$ cat config.mk
export PLATFORM = sky130hd
export DESIGN_NAME = dac_serial_ctrl
export DESIGN_NICKNAME = d
export VERILOG_FILES = /design/src/rtl/dac_if_pkg.sv /design/src/rtl/dac_in_sync.sv /design/src/rtl/dac_ser_shift.sv /design/src/rtl/dac_reg_bank.sv /design/src/rtl/dac_serial_ctrl.sv
export SDC_FILE = /design/constraint.sdc
export NUM_CORES = 1
export LEC_CHECK = 0
export CAP_MARGIN = 20
export CORE_UTILIZATION = 58
export CTS_CLUSTER_DIAMETER = 30
export CTS_CLUSTER_SIZE = 28
export DETAILED_ROUTE_END_ITERATION = 8
export MAX_ROUTING_LAYER = met4
export PLACE_DENSITY = 0.85
export SYNTH_ARGS = -nofsm -noshare
export SYNTH_HDL_FRONTEND = slang
export SYNTH_SLANG_ARGS = --single-unit
$ cat constraint.sdc
create_clock -name clk -period 3.4 [get_ports clk]
set_input_delay 0.68 -clock clk [delete_from_list [all_inputs] [get_ports clk]]
set_output_delay 0.68 -clock clk [all_outputs]
set_load 0.01 [all_outputs]
$ cat src/rtl/dac_if_pkg.sv
package dac_if_pkg;
  localparam int CMD_W = 4;

  typedef enum logic [CMD_W-1:0] {
    CMD_NOP   = 4'h0,
    CMD_WR_A  = 4'h1,
    CMD_WR_B  = 4'h2,
    CMD_WR_AB = 4'h3,
    CMD_CTRL  = 4'h4,
    CMD_RD_A  = 4'h5,
    CMD_RD_B  = 4'h6
  } cmd_e;

  typedef struct packed {
    logic clr_mid;
    logic daisy;
    logic cap_rise;
  } ctrl_t;
endpackage

$ cat src/rtl/dac_in_sync.sv
module dac_in_sync #(
  parameter int N = 5,
  parameter int STAGES = 2,
  parameter logic [N-1:0] RST_VAL = '0
) (
  input  logic         clk,
  input  logic         rst,
  input  logic [N-1:0] din,
  output logic [N-1:0] lvl,
  output logic [N-1:0] rise,
  output logic [N-1:0] fall
);
  localparam int PW = STAGES + 1;

  for (genvar i = 0; i < N; i++) begin : g_bit
    logic [PW-1:0] pipe;
    always_ff @(posedge clk) begin
      if (rst) pipe <= {PW{RST_VAL[i]}};
      else     pipe <= {pipe[PW-2:0], din[i]};
    end
    assign lvl[i]  = pipe[PW-2];
    assign rise[i] = pipe[PW-2] & ~pipe[PW-1];
    assign fall[i] = ~pipe[PW-2] & pipe[PW-1];
  end
endmodule

$ cat src/rtl/dac_ser_shift.sv
module dac_ser_shift #(
  parameter int FRAME_W = 16
) (
  input  logic               clk,
  input  logic               rst,
  input  logic               frame_act,
  input  logic               sync_rise,
  input  logic               sclk_rise,
  input  logic               sclk_fall,
  input  logic               sdin_s,
  input  logic               cap_rise_cfg,
  input  logic               daisy_cfg,
  input  logic               load_en,
  input  logic [FRAME_W-1:0] load_word,
  output logic               word_valid,
  output logic [FRAME_W-1:0] word,
  output logic               sdo
);
  localparam int CNT_W = $clog2(FRAME_W + 1);

  logic [FRAME_W-1:0] sr;
  logic [CNT_W-1:0]   cnt;
  logic hold_bit, cap_rise_q, daisy_q;
  logic cap_ev, opp_ev, full, take;

  assign cap_ev = frame_act & (cap_rise_q ? sclk_rise : sclk_fall);
  assign opp_ev = frame_act & (cap_rise_q ? sclk_fall : sclk_rise);
  assign full   = (cnt == CNT_W'(FRAME_W));
  assign take   = cap_ev & (daisy_q | ~full);
  assign word   = sr;

  always_ff @(posedge clk) begin
    if (rst) begin
      sr <= '0; cnt <= '0; hold_bit <= 1'b0; sdo <= 1'b0;
      word_valid <= 1'b0; cap_rise_q <= 1'b0; daisy_q <= 1'b0;
    end else begin
      word_valid <= 1'b0;
      if (!frame_act) begin
        cap_rise_q <= cap_rise_cfg;
        daisy_q    <= daisy_cfg;
        cnt        <= '0;
      end
      if (sync_rise && daisy_q) word_valid <= 1'b1;
      if (load_en)   sr <= load_word;
      else if (take) sr <= {sr[FRAME_W-2:0], sdin_s};
      if (take) begin
        hold_bit <= sr[FRAME_W-1];
        if (!full) cnt <= cnt + 1'b1;
        if (!daisy_q && cnt == CNT_W'(FRAME_W - 1)) word_valid <= 1'b1;
      end
      if (opp_ev) sdo <= hold_bit;
    end
  end

  a_r4_word_at_count: assert property (@(posedge clk) disable iff (rst)
    (word_valid && !daisy_q) |-> full);
  a_r10_partial_drop: assert property (@(posedge clk) disable iff (rst)
    (sync_rise && !daisy_q && !full) |=> !word_valid);
  a_r3_sdo_opp_edge: assert property (@(posedge clk) disable iff (rst)
    !$stable(sdo) |-> $past(opp_ev));
  a_r5_rb_reload: assert property (@(posedge clk) disable iff (rst)
    load_en |=> (sr == $past(load_word)));
endmodule

$ cat src/rtl/dac_reg_bank.sv
module dac_reg_bank
  import dac_if_pkg::*;
#(
  parameter int DATA_W = 12
) (
  input  logic                      clk,
  input  logic                      rst,
  input  logic                      word_valid,
  input  logic [DATA_W+CMD_W-1:0]   word,
  input  logic                      clr_act,
  input  logic                      ldac_fall,
  input  logic                      ldac_low,
  output logic [DATA_W-1:0]         code_a,
  output logic [DATA_W-1:0]         code_b,
  output ctrl_t                     ctrl,
  output logic                      rb_load,
  output logic [DATA_W+CMD_W-1:0]   rb_word
);
  localparam int FRAME_W = DATA_W + CMD_W;
  localparam int NCH = 2;
  localparam logic [DATA_W-1:0] MID = {1'b1, {(DATA_W-1){1'b0}}};

  cmd_e              cmd;
  logic [DATA_W-1:0] data, clr_val;
  logic [NCH-1:0]    wr_sel;
  logic [DATA_W-1:0] in_q  [NCH];
  logic [DATA_W-1:0] dac_q [NCH];

  assign cmd     = cmd_e'(word[FRAME_W-1 -: CMD_W]);
  assign data    = word[DATA_W-1:0];
  assign clr_val = ctrl.clr_mid ? MID : '0;

  always_comb begin
    case (cmd)
      CMD_WR_A:  wr_sel = 2'b01;
      CMD_WR_B:  wr_sel = 2'b10;
      CMD_WR_AB: wr_sel = 2'b11;
      default:   wr_sel = 2'b00;
    endcase
  end

  for (genvar ch = 0; ch < NCH; ch++) begin : g_ch
    always_ff @(posedge clk) begin
      if (rst) begin
        in_q[ch]  <= '0;
        dac_q[ch] <= '0;
      end else if (clr_act) begin
        in_q[ch]  <= clr_val;
        dac_q[ch] <= clr_val;
      end else begin
        if (ldac_fall) dac_q[ch] <= in_q[ch];
        if (word_valid && wr_sel[ch]) begin
          in_q[ch] <= data;
          if (ldac_low) dac_q[ch] <= data;
        end
      end
    end

    a_r9_clear_value: assert property (@(posedge clk) disable iff (rst)
      clr_act |=> (dac_q[ch] == $past(clr_val) && in_q[ch] == $past(clr_val)));
    a_r6_strobe_copy: assert property (@(posedge clk) disable iff (rst)
      (ldac_fall && !clr_act && !(word_valid && wr_sel[ch])) |=> dac_q[ch] == $past(in_q[ch]));
    a_r7_auto_update: assert property (@(posedge clk) disable iff (rst)
      (word_valid && wr_sel[ch] && ldac_low && !clr_act) |=> dac_q[ch] == $past(data));
    a_r2_code_hold: assert property (@(posedge clk) disable iff (rst)
      !$stable(dac_q[ch]) |-> $past(clr_act || ldac_fall || (word_valid && ldac_low)));
  end

  assign code_a = dac_q[0];
  assign code_b = dac_q[1];

  always_ff @(posedge clk) begin
    if (rst) begin
      ctrl    <= '0;
      rb_load <= 1'b0;
      rb_word <= '0;
    end else begin
      if (word_valid && cmd == CMD_CTRL) ctrl <= ctrl_t'(data[2:0]);
      rb_load <= word_valid && (cmd == CMD_RD_A || cmd == CMD_RD_B);
      rb_word <= {{CMD_W{1'b0}}, (cmd == CMD_RD_B) ? dac_q[1] : dac_q[0]};
    end
  end
endmodule

$ cat src/rtl/dac_serial_ctrl.sv
module dac_serial_ctrl
  import dac_if_pkg::*;
#(
  parameter int DATA_W = 12,
  parameter int SYNC_STAGES = 2
) (
  input  logic              clk,
  input  logic              rst,
  input  logic              sclk,
  input  logic              sync_n,
  input  logic              sdin,
  input  logic              ldac_n,
  input  logic              clr_n,
  output logic              sdo,
  output logic [DATA_W-1:0] code_a,
  output logic [DATA_W-1:0] code_b
);
  localparam int FRAME_W = DATA_W + CMD_W;
  localparam int NPIN = 5;
  localparam int IX_SDIN = 0, IX_SCLK = 1, IX_SYNC = 2, IX_LDAC = 3, IX_CLR = 4;

  logic [NPIN-1:0]    lvl, rise, fall;
  logic               word_valid, rb_load;
  logic [FRAME_W-1:0] word, rb_word;
  ctrl_t              ctrl;
  logic               unused_bits;

  dac_in_sync #(.N(NPIN), .STAGES(SYNC_STAGES), .RST_VAL(5'b11110)) u_sync (
    .clk(clk), .rst(rst), .din({clr_n, ldac_n, sync_n, sclk, sdin}),
    .lvl(lvl), .rise(rise), .fall(fall));

  dac_ser_shift #(.FRAME_W(FRAME_W)) u_shift (
    .clk(clk), .rst(rst),
    .frame_act(~lvl[IX_SYNC]), .sync_rise(rise[IX_SYNC]),
    .sclk_rise(rise[IX_SCLK]), .sclk_fall(fall[IX_SCLK]), .sdin_s(lvl[IX_SDIN]),
    .cap_rise_cfg(ctrl.cap_rise), .daisy_cfg(ctrl.daisy),
    .load_en(rb_load), .load_word(rb_word),
    .word_valid(word_valid), .word(word), .sdo(sdo));

  dac_reg_bank #(.DATA_W(DATA_W)) u_bank (
    .clk(clk), .rst(rst), .word_valid(word_valid), .word(word),
    .clr_act(~lvl[IX_CLR]), .ldac_fall(fall[IX_LDAC]), .ldac_low(~lvl[IX_LDAC]),
    .code_a(code_a), .code_b(code_b), .ctrl(ctrl),
    .rb_load(rb_load), .rb_word(rb_word));

  assign unused_bits = ^{lvl[IX_SCLK], rise[IX_SDIN], fall[IX_SDIN], fall[IX_SYNC],
                         rise[IX_LDAC], rise[IX_CLR], fall[IX_CLR]};
endmodule

# After elaboration in Yosys (flattened, before gate mapping)
# Memories as Yosys holds them, arrays and structs flattened.
# Index checks and enable logic that the tools add are counted.
[word_totals] reg_bits=59 latchBits=0 mem_bits_rw=48 mem_bits_ro=0 inputBits=7 out_inout_bits=25 n_memories=2
[classes] addsub=1 n_mul=0 div_mod_pow=0 order_cmp=0 eq_ne=8 shifts=0 n_mux=49 bitwise=24 n_reduce_logical=9
[mem_list] name="u_bank.dac_q" words=2 word_bits=12 rd=2 rd_ports_with_merged_regs=0 write_ports=2 line_no="dac_reg_bank.sv:27" rtl="logic [DATA_W-1:0] dac_q [NCH];"
[mem_list] name="u_bank.in_q" words=2 word_bits=12 rd=2 rd_ports_with_merged_regs=0 write_ports=2 line_no="dac_reg_bank.sv:26" rtl="logic [DATA_W-1:0] in_q [NCH];"
[op_table] operator="$mux W12" count=12
[op_table] operator="$mux W16" count=2
[op_table] operator="$mux W1" count=31
[op_table] operator="$mux W5" count=3
[op_table] operator="$eq A4 B3 Y1 const B" count=3
[op_table] operator="$or A1 B1 Y1" count=11
[op_table] operator="$eq A4 B2 Y1 const B" count=2
[op_table] operator="$and A1 B1 Y1" count=7
[op_table] operator="$logic_and A1 B1 Y1" count=6
[op_table] operator="$not A1 Y1" count=6
[op_table] operator="$pmux W2 S3" count=1
[op_table] operator="$add A5 B1 Y5 const B" count=1
[op_table] operator="$eq A5 B4 Y1 const B" count=1
[op_table] operator="$eq A5 B5 Y1 const B" count=1
[op_table] operator="$eq A4 B1 Y1 const B" count=1
[op_table] operator="$reduce_bool A2 Y1" count=1
[op_table] operator="$logic_not A1 Y1" count=1
[op_table] operator="$logic_or A1 B1 Y1" count=1

# Depth between registers and ports, before layout
# Gate-level depths: netlist of the first run.
[logic_depth] depth_word=8 ltp_mapped=7 depth_no_buf=6

# By module
# Synthesis of the first run repeated with hierarchy kept, for this count alone.
[unflattened] hier_cells=417 hier_area_um2=4585.6
[by_module_without_submodules] module="dac_reg_bank" instances=1 cells_each=228 area_per_inst_um2=2747.6
[by_module_without_submodules] module="dac_ser_shift" instances=1 cells_each=140 area_per_inst_um2=1313.8
[by_module_without_submodules] module="dac_in_sync" instances=1 cells_each=46 area_per_inst_um2=513.0
[by_module_without_submodules] module="dac_serial_ctrl" instances=1 cells_each=3 area_per_inst_um2=11.3

# Worst setup path after synthesis of the first run
# OpenSTA, ideal clock, no wires.
[synth_timing] kind="input port to flip-flop" startpoint="input rst" endpoint="memory u_bank.dac_q[0][0] (enable)" t_arrival_ns=2.284 required_ns=3.002 path_slack_ns=0.719 cell_stages=4 path_buffers=0 cell_sequence="nand4bb_2 > nor3b_2 > nor2_1 > o21ai_0"
[synth_rtl] element="start: declaration" line_no="dac_serial_ctrl.sv:8" rtl="input logic rst,"
[synth_rtl] element="end: declaration" line_no="dac_reg_bank.sv:27"

==> implementation parameters, run 1 <==
Parameter                              Value

Clock tree
  Latest clock arrival within the worst-skew pair ... approximately 0.37 ns
  Clk slew on worst S/H paths ... about 0.09 ns
  Library cell used as clock root buffer ... clkbuf_8
  Post-CTS Resized ... 0
  CTS hold repair buffers ... 0
  CTS Sinks ... about 100
  CTS Buf Count ... 9
  Clock tree from TritonCTS ... done
  Maximum clock insertion buffer count ... 2
  Post CTS Setup Buffer Count ... 0
  H-Tree Level Count ... 3

Timing
  Maximum operating frequency ... roughly 0.44 GHz
  Number of pins exceeding their max-slew limit in the final report ... 0
  Final Skew ... about 0.013 ns
  Post-route clock period utilization ... roughly two thirds
  Slew headroom ... a little under two fifths
  Number of failing setup endpoints in the final timing report ... 0
  Setup repair after global routing missed its margin ... false
  Final critical path time including I/O delays and setup ... ~2.3 ns
  Accumulated negative setup slack ... 0 ns
  Transition time at the pin with the least slew margin ... about 0.94 ns
  Final-report hold violation count ... 0

Worst setup path
  Arrival time at the worst endpoint ... about 2.5 ns
  Worst endpoint required time ... 3.58 ns
  Category of the worst setup path capture point ... flop
  Startpoint kind of the worst setup timing path ... input pin
  FF-to-FF path depth ... 3
  FF-to-FF setup slack ... 1.25 ns
  Startpoint of the worst register-to-register path ... u_shift.word[14]$_SDFFE_PP0P_
  WS Path Type ... in -> reg
  Terminus of the critical flop-to-flop path ... u_bank.dac_q[1][4]$_SDFFCE_PN0P_
  Top fanout value on the critical path ... 52

Drt
  Initial detailed-routing violation count ... roughly 240
  Detail Route met3 WL ... roughly 430 um
  Total wirelength of the detailed-routed design ... 8640 um
  Topmost layer with routed signal wires ... met4
  Remaining number of nets flagged by the antenna check after routing ... 0
  Met2 WL post-DR ... a little over 4000 um
  Vias per inst ... ~5.6
  Pre-antenna DRT Iters ... 4
  Detailed-route via count ... 2914
  Residual DRC count ... 0
  Drt wl/cell ... ~16 um
  Detailed-routing wirelength on met1 ... 3990 um

Worst hold path
  End point of the most critical hold path ... u_sync.g_bit[3].pipe[1]$_SDFF_PP1_
  Hold path cells ... 1
  Hold wc startpoint ... u_sync.g_bit[3].pipe[0]$_SDFF_PP1_
  Class of the worst hold path ... reg -> reg

Global route
  Number of antenna violations at the first check in global routing ... 0
  Maximum number of pins on one net before global-route repair ... 53
  Wire length of the first global-routing pass ... 13700 um
  Overall Global Routing Usage ... between 20% and 30%
  Number of global-route vias before repair ... roughly 2700
  Overall overflow remaining after global route ... 0

Job
  Reported max-cap violation count ... 0

Floorplanning
  Die outline width ... between 80 and 90 um
  Vert. Die Dim ... about 90 um
  Full die area ... around 7700 um^2
  Total I/O pin count ... 32
  Core area ... between 6000 and 7000 um^2
  Starting utilization of the core area ... about 60%
  Row count ... 30

Place
  Port-buffer cells ... 31
  DP Wirelength ... between 5000 and 6000 um
  Placer Congestion ... 0.892
  Post-detailed-placement cell area ... ~4600 um^2

Synthesis
  Library cells used by synthesis ... 39
  Number of nets in the synthesized netlist ... between 400 and 500
  Total of warnings raised by yosys ... 0
  Mean Syn Cell Area ... about 11 um^2
  Number of flops mapped to enable cells by yosys ... 48
  Post-synthesis cell count ... ~400
  Synth top area share ... between 30% and 40%
  Number of flip-flops and latches in the synthesized netlist ... roughly 100
  Cell type with the largest total area after synthesis ... edfxtp_1
  Post-synthesis cell area ... 4280 um^2
  Top flip-flop cell by instance count after synthesis ... dfxtp_1
  Synth top area cells ... edfxtp_1 34%, dfxtp_1 26%, nand2_1 7.5%
  Proportion of synthesized chip area in sequential cells ... about 59%
  FFs w/ async S/R, synth ... 0%

Power and ir drop
  Worst-case vdd ir drop ... 0.276 mV
  Overall power after layout ... around 2.2 mW
  Leak Pwr ... 1.70 nW
  Power density relative to cell area ... between 400 and 500 nW/um^2

Final layout
  Layout Utilization ... between 60 and 70%
  Commonest cells after routing, fill and taps aside ... 86 x nand2_1, 55 x dfxtp_1, 48 x edfxtp_1, 32 x a21oi_1, 30 x clkdlybuf4s50_1
  Fraction of layout cells with a size suffix above 1 ... a little over a tenth
  N_diodes ... 0
  Most frequent standard cell in the layout excluding fill and tap cells ... nand2_1
  Area occupied by multi-input gates ... ~1500 um^2
  Area growth from synthesis to layout ... 12.1%
  Number of fill cells ... roughly 500
  Number of nets at the end of the flow ... about 430
  Reg area ... 2540 um^2
  Final instance area ... 4800 um^2

Run status
  Status ... complete, no violations
==> cell type report <==
cell class              count  area share (%)
flip-flops and latches    103            53.0
repair buffers             36            7.14
well taps                  96            2.50
clock inverters             6            1.12
inverters                  16            1.25
multi-input cells         258            31.9
clock buffers              10            3.10
==> per-layer routing <==
metal	track usage (%)	vias up
met2	38.5	97
li1	-	1422
met3	6.03	8
met4	6.56	0
met5	-	-
met1	33.0	1387
==> per-stage QoR <==
step | setup WS [ns] | instances | hold slack [ns]
after floorplan | 0.719 | 401 | 0.389
after global placement | 0.843 | 509 | 0.392
after detailed placement | 0.758 | 509 | 0.398
after CTS | 1.12 | 525 | 0.420
after global routing | 0.939 | 525 | 0.432
final | 1.13 | 525 | 0.419
==> sequential cells by signal, summed over array words and instances, names as in the netlist <==
signal              cells
u_shift.hold_bit        1
u_bank.rb_load          1
u_bank.ctrl             3
u_shift.word_valid      1
u_bank.dac_q           24
u_bank.in_q            24
u_shift.daisy_q         1
u_shift.sdo             1
u_shift.cap_rise_q      1
u_shift.cnt             5
u_shift.word           16
u_bank.rb_word         12
u_sync.g_bit.pipe      13
==> cell usage after synthesis, types with 4 or more instances <==
cell type / instances
a21oi_1: 32
a221oi_1: 12
and2_1: 23
buf_2: 8
clkbuf_1: 10
dfxtp_1: 55
edfxtp_1: 48
inv_1: 16
mux2i_1: 11
nand2_1: 86
nand3b_1: 4
nor2_1: 14
nor3_1: 4
o21ai_0: 26
or2_2: 11
==> worst max-delay path by stage <==
stage | from | end | slack [ns] | cells after the start
floorplan | rst | u_bank.dac_q[0][0]$_DFFE_PP_ | 0.72 | 4
finish | rst | u_bank.dac_q[1][4]$_SDFFCE_PN0P_ | 1.13 | 6
global route | rst | u_bank.dac_q[0][0]$_DFFE_PP_ | 0.94 | 6
CTS | rst | u_bank.dac_q[0][7]$_DFFE_PP_ | 1.12 | 6
detailed placement | rst | u_bank.dac_q[0][0]$_DFFE_PP_ | 0.76 | 6
global placement | rst | u_bank.dac_q[0][6]$_DFFE_PP_ | 0.84 | 6
==> worst max-delay path, cell delays in order <==
cell,delay (ns)
clkbuf_2,0.10
buf_4,0.28
nor2b_1,0.30
and3b_1,0.75
nand2_1,0.11
o21ai_0,0.22
==> power by group <==
group | internal, mW | switching (mW)
registers | 1.34 | 0.0238
logic | 0.0509 | 0.0559
clock network | 0.352 | 0.425
==> logic make-up after synthesis <==
group | after synthesis | share of synthesized area, %
compound gates | 77 | 11.1
xor+xnor | 3 | 0.614
fa+ha+maj | 3 | 0.877
buf+inv | 40 | 4.85
flops | 103 | 59.4
mux | 11 | 2.57
simple gates | 164 | 20.6
Power figures use the tool's default switching activity.
==> inputs of run 2 (changes only) <==
- clock period: 3.4 -> 2.3 ns (I/O delays scaled with it)
==> implementation parameters, run 2 (synthesized netlist as in run 1, its figures left out) <==
Parameter                              Value

Worst setup path
  Buf/Inv on CP ... 0 (-2)
  Top delay family on crit path ... compound AO/OA/AOI/OAI gates
  Cell-by-cell listing of the critical path ... and4bb_2, o2bb2ai_2, nand2_1, a221oi_1
  Terminus of the critical flop-to-flop path ... u_shift.word[8]$_SDFFE_PP0P_
  Library cell contributing the largest single delay on the critical path ... o2bb2ai_2
  Max incr delay on CP ... 0.76 ns (about the same)
  FF-to-FF setup slack ... 0.18 ns (-1.07 ns)
  Worst endpoint required time ... 2.58 ns (-1.00 ns)
  Category of the worst setup path capture point ... flop
  FF-to-FF path depth ... 4 (+1)
  Arrival time at the worst endpoint ... 2.40 ns (-0.06 ns)
  Startpoint of the worst register-to-register path ... u_sync.g_bit[2].pipe[1]$_SDFF_PP1_
  WS Path Type ... reg -> reg
  Top fanout value on the critical path ... 16 (-69%)
  Startpoint kind of the worst setup timing path ... flop

Floorplanning
  Total I/O pin count ... 32 (unchanged)
  Vert. Die Dim ... 87.9 um (unchanged)
  Core area ... 6940 um^2 (unchanged)
  Starting utilization of the core area ... 61.6% (unchanged)
  Full die area ... 7730 um^2 (unchanged)
  Row count ... 30 (unchanged)
  Die outline width ... 87.9 um (unchanged)

Timing
  Final-report hold violation count ... 0 (unchanged)
  Number of pins exceeding their max-slew limit in the final report ... 0 (unchanged)
  Slew headroom ... 34.8% (-2.0 points)
  Maximum operating frequency ... approximately 0.47 GHz
  Number of failing setup endpoints in the final timing report ... 0 (unchanged)
  Accumulated negative setup slack ... 0 ns (unchanged)
  Setup repair after global routing missed its margin ... false
  Setup WS post-layout ... 0.176 ns (-0.950 ns)
  Final Skew ... 0.0101 ns (-0.00340 ns)
  Post-route clock period utilization ... between 90% and 100%
  Transition time at the pin with the least slew margin ... 0.973 ns (+0.0289 ns)
  Final critical path time including I/O delays and setup ... about 2.1 ns

Power and ir drop
  Switching part of the total power ... 21.5% (-0.93 points)
  Overall power after layout ... 3.38 mW (+50%)
  Worst-case vdd ir drop ... 0.407 mV (+48%)
  Leak Pwr ... 1.73 nW (+2.2%)
  Portion of total power attributed to sequential cells ... 59.6% (-1.1 points)
  Combinational power share ... 4.8% (about the same)
  Power density relative to cell area ... 694 nW/um^2 (+48%)
  Net switching power ... 0.728 mW (+44%)
  Cell-internal power ... 2.65 mW (+52%)
  Power share of the clock group ... 35.5% (+0.9 points)

Clock tree
  Post CTS Setup Buffer Count ... 0 (unchanged)
  Library cell used as clock root buffer ... clkbuf_8
  Latest clock arrival within the worst-skew pair ... 0.36 ns (about the same)
  H-Tree Level Count ... 3 (unchanged)
  Maximum clock insertion buffer count ... 2 (unchanged)
  CTS Buf Count ... 9 (unchanged)
  Clk slew on worst S/H paths ... 0.10 ns (about the same)
  CTS Sinks ... 103 (unchanged)
  Post-CTS Resized ... 0 (unchanged)
  CTS hold repair buffers ... 0 (unchanged)
  Clock tree from TritonCTS ... done

Final layout
  Number of nets at the end of the flow ... 441 (+1.6%)
  Finished Layout Cells ... 532 (+1.3%)
  Commonest cells after routing, fill and taps aside ... 86 x nand2_1, 55 x dfxtp_1, 48 x edfxtp_1, 32 x a21oi_1, 30 x clkdlybuf4s50_1
  Most frequent standard cell in the layout excluding fill and tap cells ... nand2_1
  Area occupied by multi-input gates ... 1530 um^2 (unchanged)
  Number of fill cells ... 491 (-2.4%)
  Reg area ... 2540 um^2 (unchanged)
  Fraction of layout cells with a size suffix above 1 ... 11.7% (+1.2 points)
  Area growth from synthesis to layout ... 13.7%
  Final instance area ... 4870 um^2 (+1.5%)
  N_diodes ... 0 (unchanged)

Global route
  Maximum number of pins on one net before global-route repair ... 46 (-13%)
  Wire length of the first global-routing pass ... 13500 um (-1.3%)
  Overall Global Routing Usage ... 24.7% (-0.21 points)
  Overall overflow remaining after global route ... 0 (unchanged)
  Number of global-route vias before repair ... 2690 (-0.26%)
  Number of antenna violations at the first check in global routing ... 0 (unchanged)

Place
  Port-buffer cells ... 31 (unchanged)
  Post-detailed-placement cell area ... 4650 um^2 (+1.1%)
  Placer Congestion ... 0.862 (-3.4%)
  DP Wirelength ... 5800 um (about the same)
  Worst setup slack before clock tree synthesis ... 0.184 ns (-0.574 ns)
  Number of cells in the design after placement ... 516 (+1.4%)

Worst hold path
  Hold path cells ... 1 (unchanged)
  End point of the most critical hold path ... u_sync.g_bit[2].pipe[1]$_SDFF_PP1_
  Class of the worst hold path ... reg -> reg
  Hold wc startpoint ... u_sync.g_bit[2].pipe[0]$_SDFF_PP1_

Drt
  Detailed-route via count ... 2963 (+1.7%)
  Initial detailed-routing violation count ... 302 (+25%)
  Total wirelength of the detailed-routed design ... 8650 um (+0.10%)
  Remaining number of nets flagged by the antenna check after routing ... 0 (unchanged)
  Vias per inst ... 5.57 (+0.34%)
  Drt wl/cell ... 16.3 um (-1.2%)
  Residual DRC count ... 0 (unchanged)
  Pre-antenna DRT Iters ... 5 (+1)

Run status
  Status ... complete, no violations

Job
  Reported max-cap violation count ... 0 (unchanged)
==> run 2: cell type report <==
| cell class | count | share of cell area (%) |
|---|---|---|
| sequential | 103 | 52.2 |
| inverter | 16 | 1.23 |
| timing repair buffer | 43 | 8.12 |
| clock inverter | 2 | 0.308 |
| multi-input combinational | 258 | 31.4 |
| tap | 96 | 2.47 |
| clock buffer | 14 | 4.21 |
==> run 2: how the worst max path moves through the flow <==
stage | cells past startpoint | from | slack (ns) | to
after floorplan | 4 | rst | 0.16 | u_bank.dac_q[0][0]$_DFFE_PP_
after detailed placement | 4 | u_sync.g_bit[2].pipe[1]$_SDFF_PP1_ | 0.18 | u_shift.word[2]$_SDFFE_PP0P_
final | 4 | u_sync.g_bit[2].pipe[1]$_SDFF_PP1_ | 0.18 | u_shift.word[8]$_SDFFE_PP0P_
after CTS | 4 | u_sync.g_bit[2].pipe[1]$_SDFF_PP1_ | 0.16 | u_shift.word[2]$_SDFFE_PP0P_
after global routing | 4 | u_sync.g_bit[2].pipe[1]$_SDFF_PP1_ | 0.09 | u_shift.word[8]$_SDFFE_PP0P_
after global placement | 6 | rst | 0.25 | u_bank.dac_q[1][8]$_SDFFCE_PN0P_
==> run 2: power by group through the flow <==
stage | combinational, mW | sequential [mW] | clock (mW)
6_report | 0.164 | 2.01 | 1.20
5_1_grt | 0.177 | 2.02 | 1.28
4_1_cts | 0.164 | 2.01 | 1.20
3_5_place_dp | 0.163 | 2.06 | 0
3_3_place_gp | 0.159 | 2.05 | 0
2_1_floorplan | 0.0690 | 2.06 | 0
==> run 2: per-stage QoR <==
stage / util (%) / hold slack (ns)
2_1_floorplan: - / 0.389
3_3_place_gp: 66.9 / 0.396
3_5_place_dp: 66.9 / 0.392
4_1_cts: 70.1 / 0.413
5_1_grt: 70.1 / 0.419
6_report: 70.1 / 0.410
==> run 2: metal layers <==
| metal | GRT usage [%] | up-vias | wire length [um] |
|---|---|---|---|
| met5 | - | - | 0 |
| met4 | 9.24 | 0 | 94 |
| met3 | 4.34 | 11 | 664 |
| met2 | 37.1 | 119 | 4010 |
| met1 | 33.6 | 1401 | 3880 |
| li1 | - | 1432 | - |
==> run 2: worst reg2reg max path: stages, from the launching register on <==
cell and delay, ns:
dfxtp_1 0.54, and4bb_2 0.32, o2bb2ai_2 0.76, nand2_1 0.17
a221oi_1 0.25
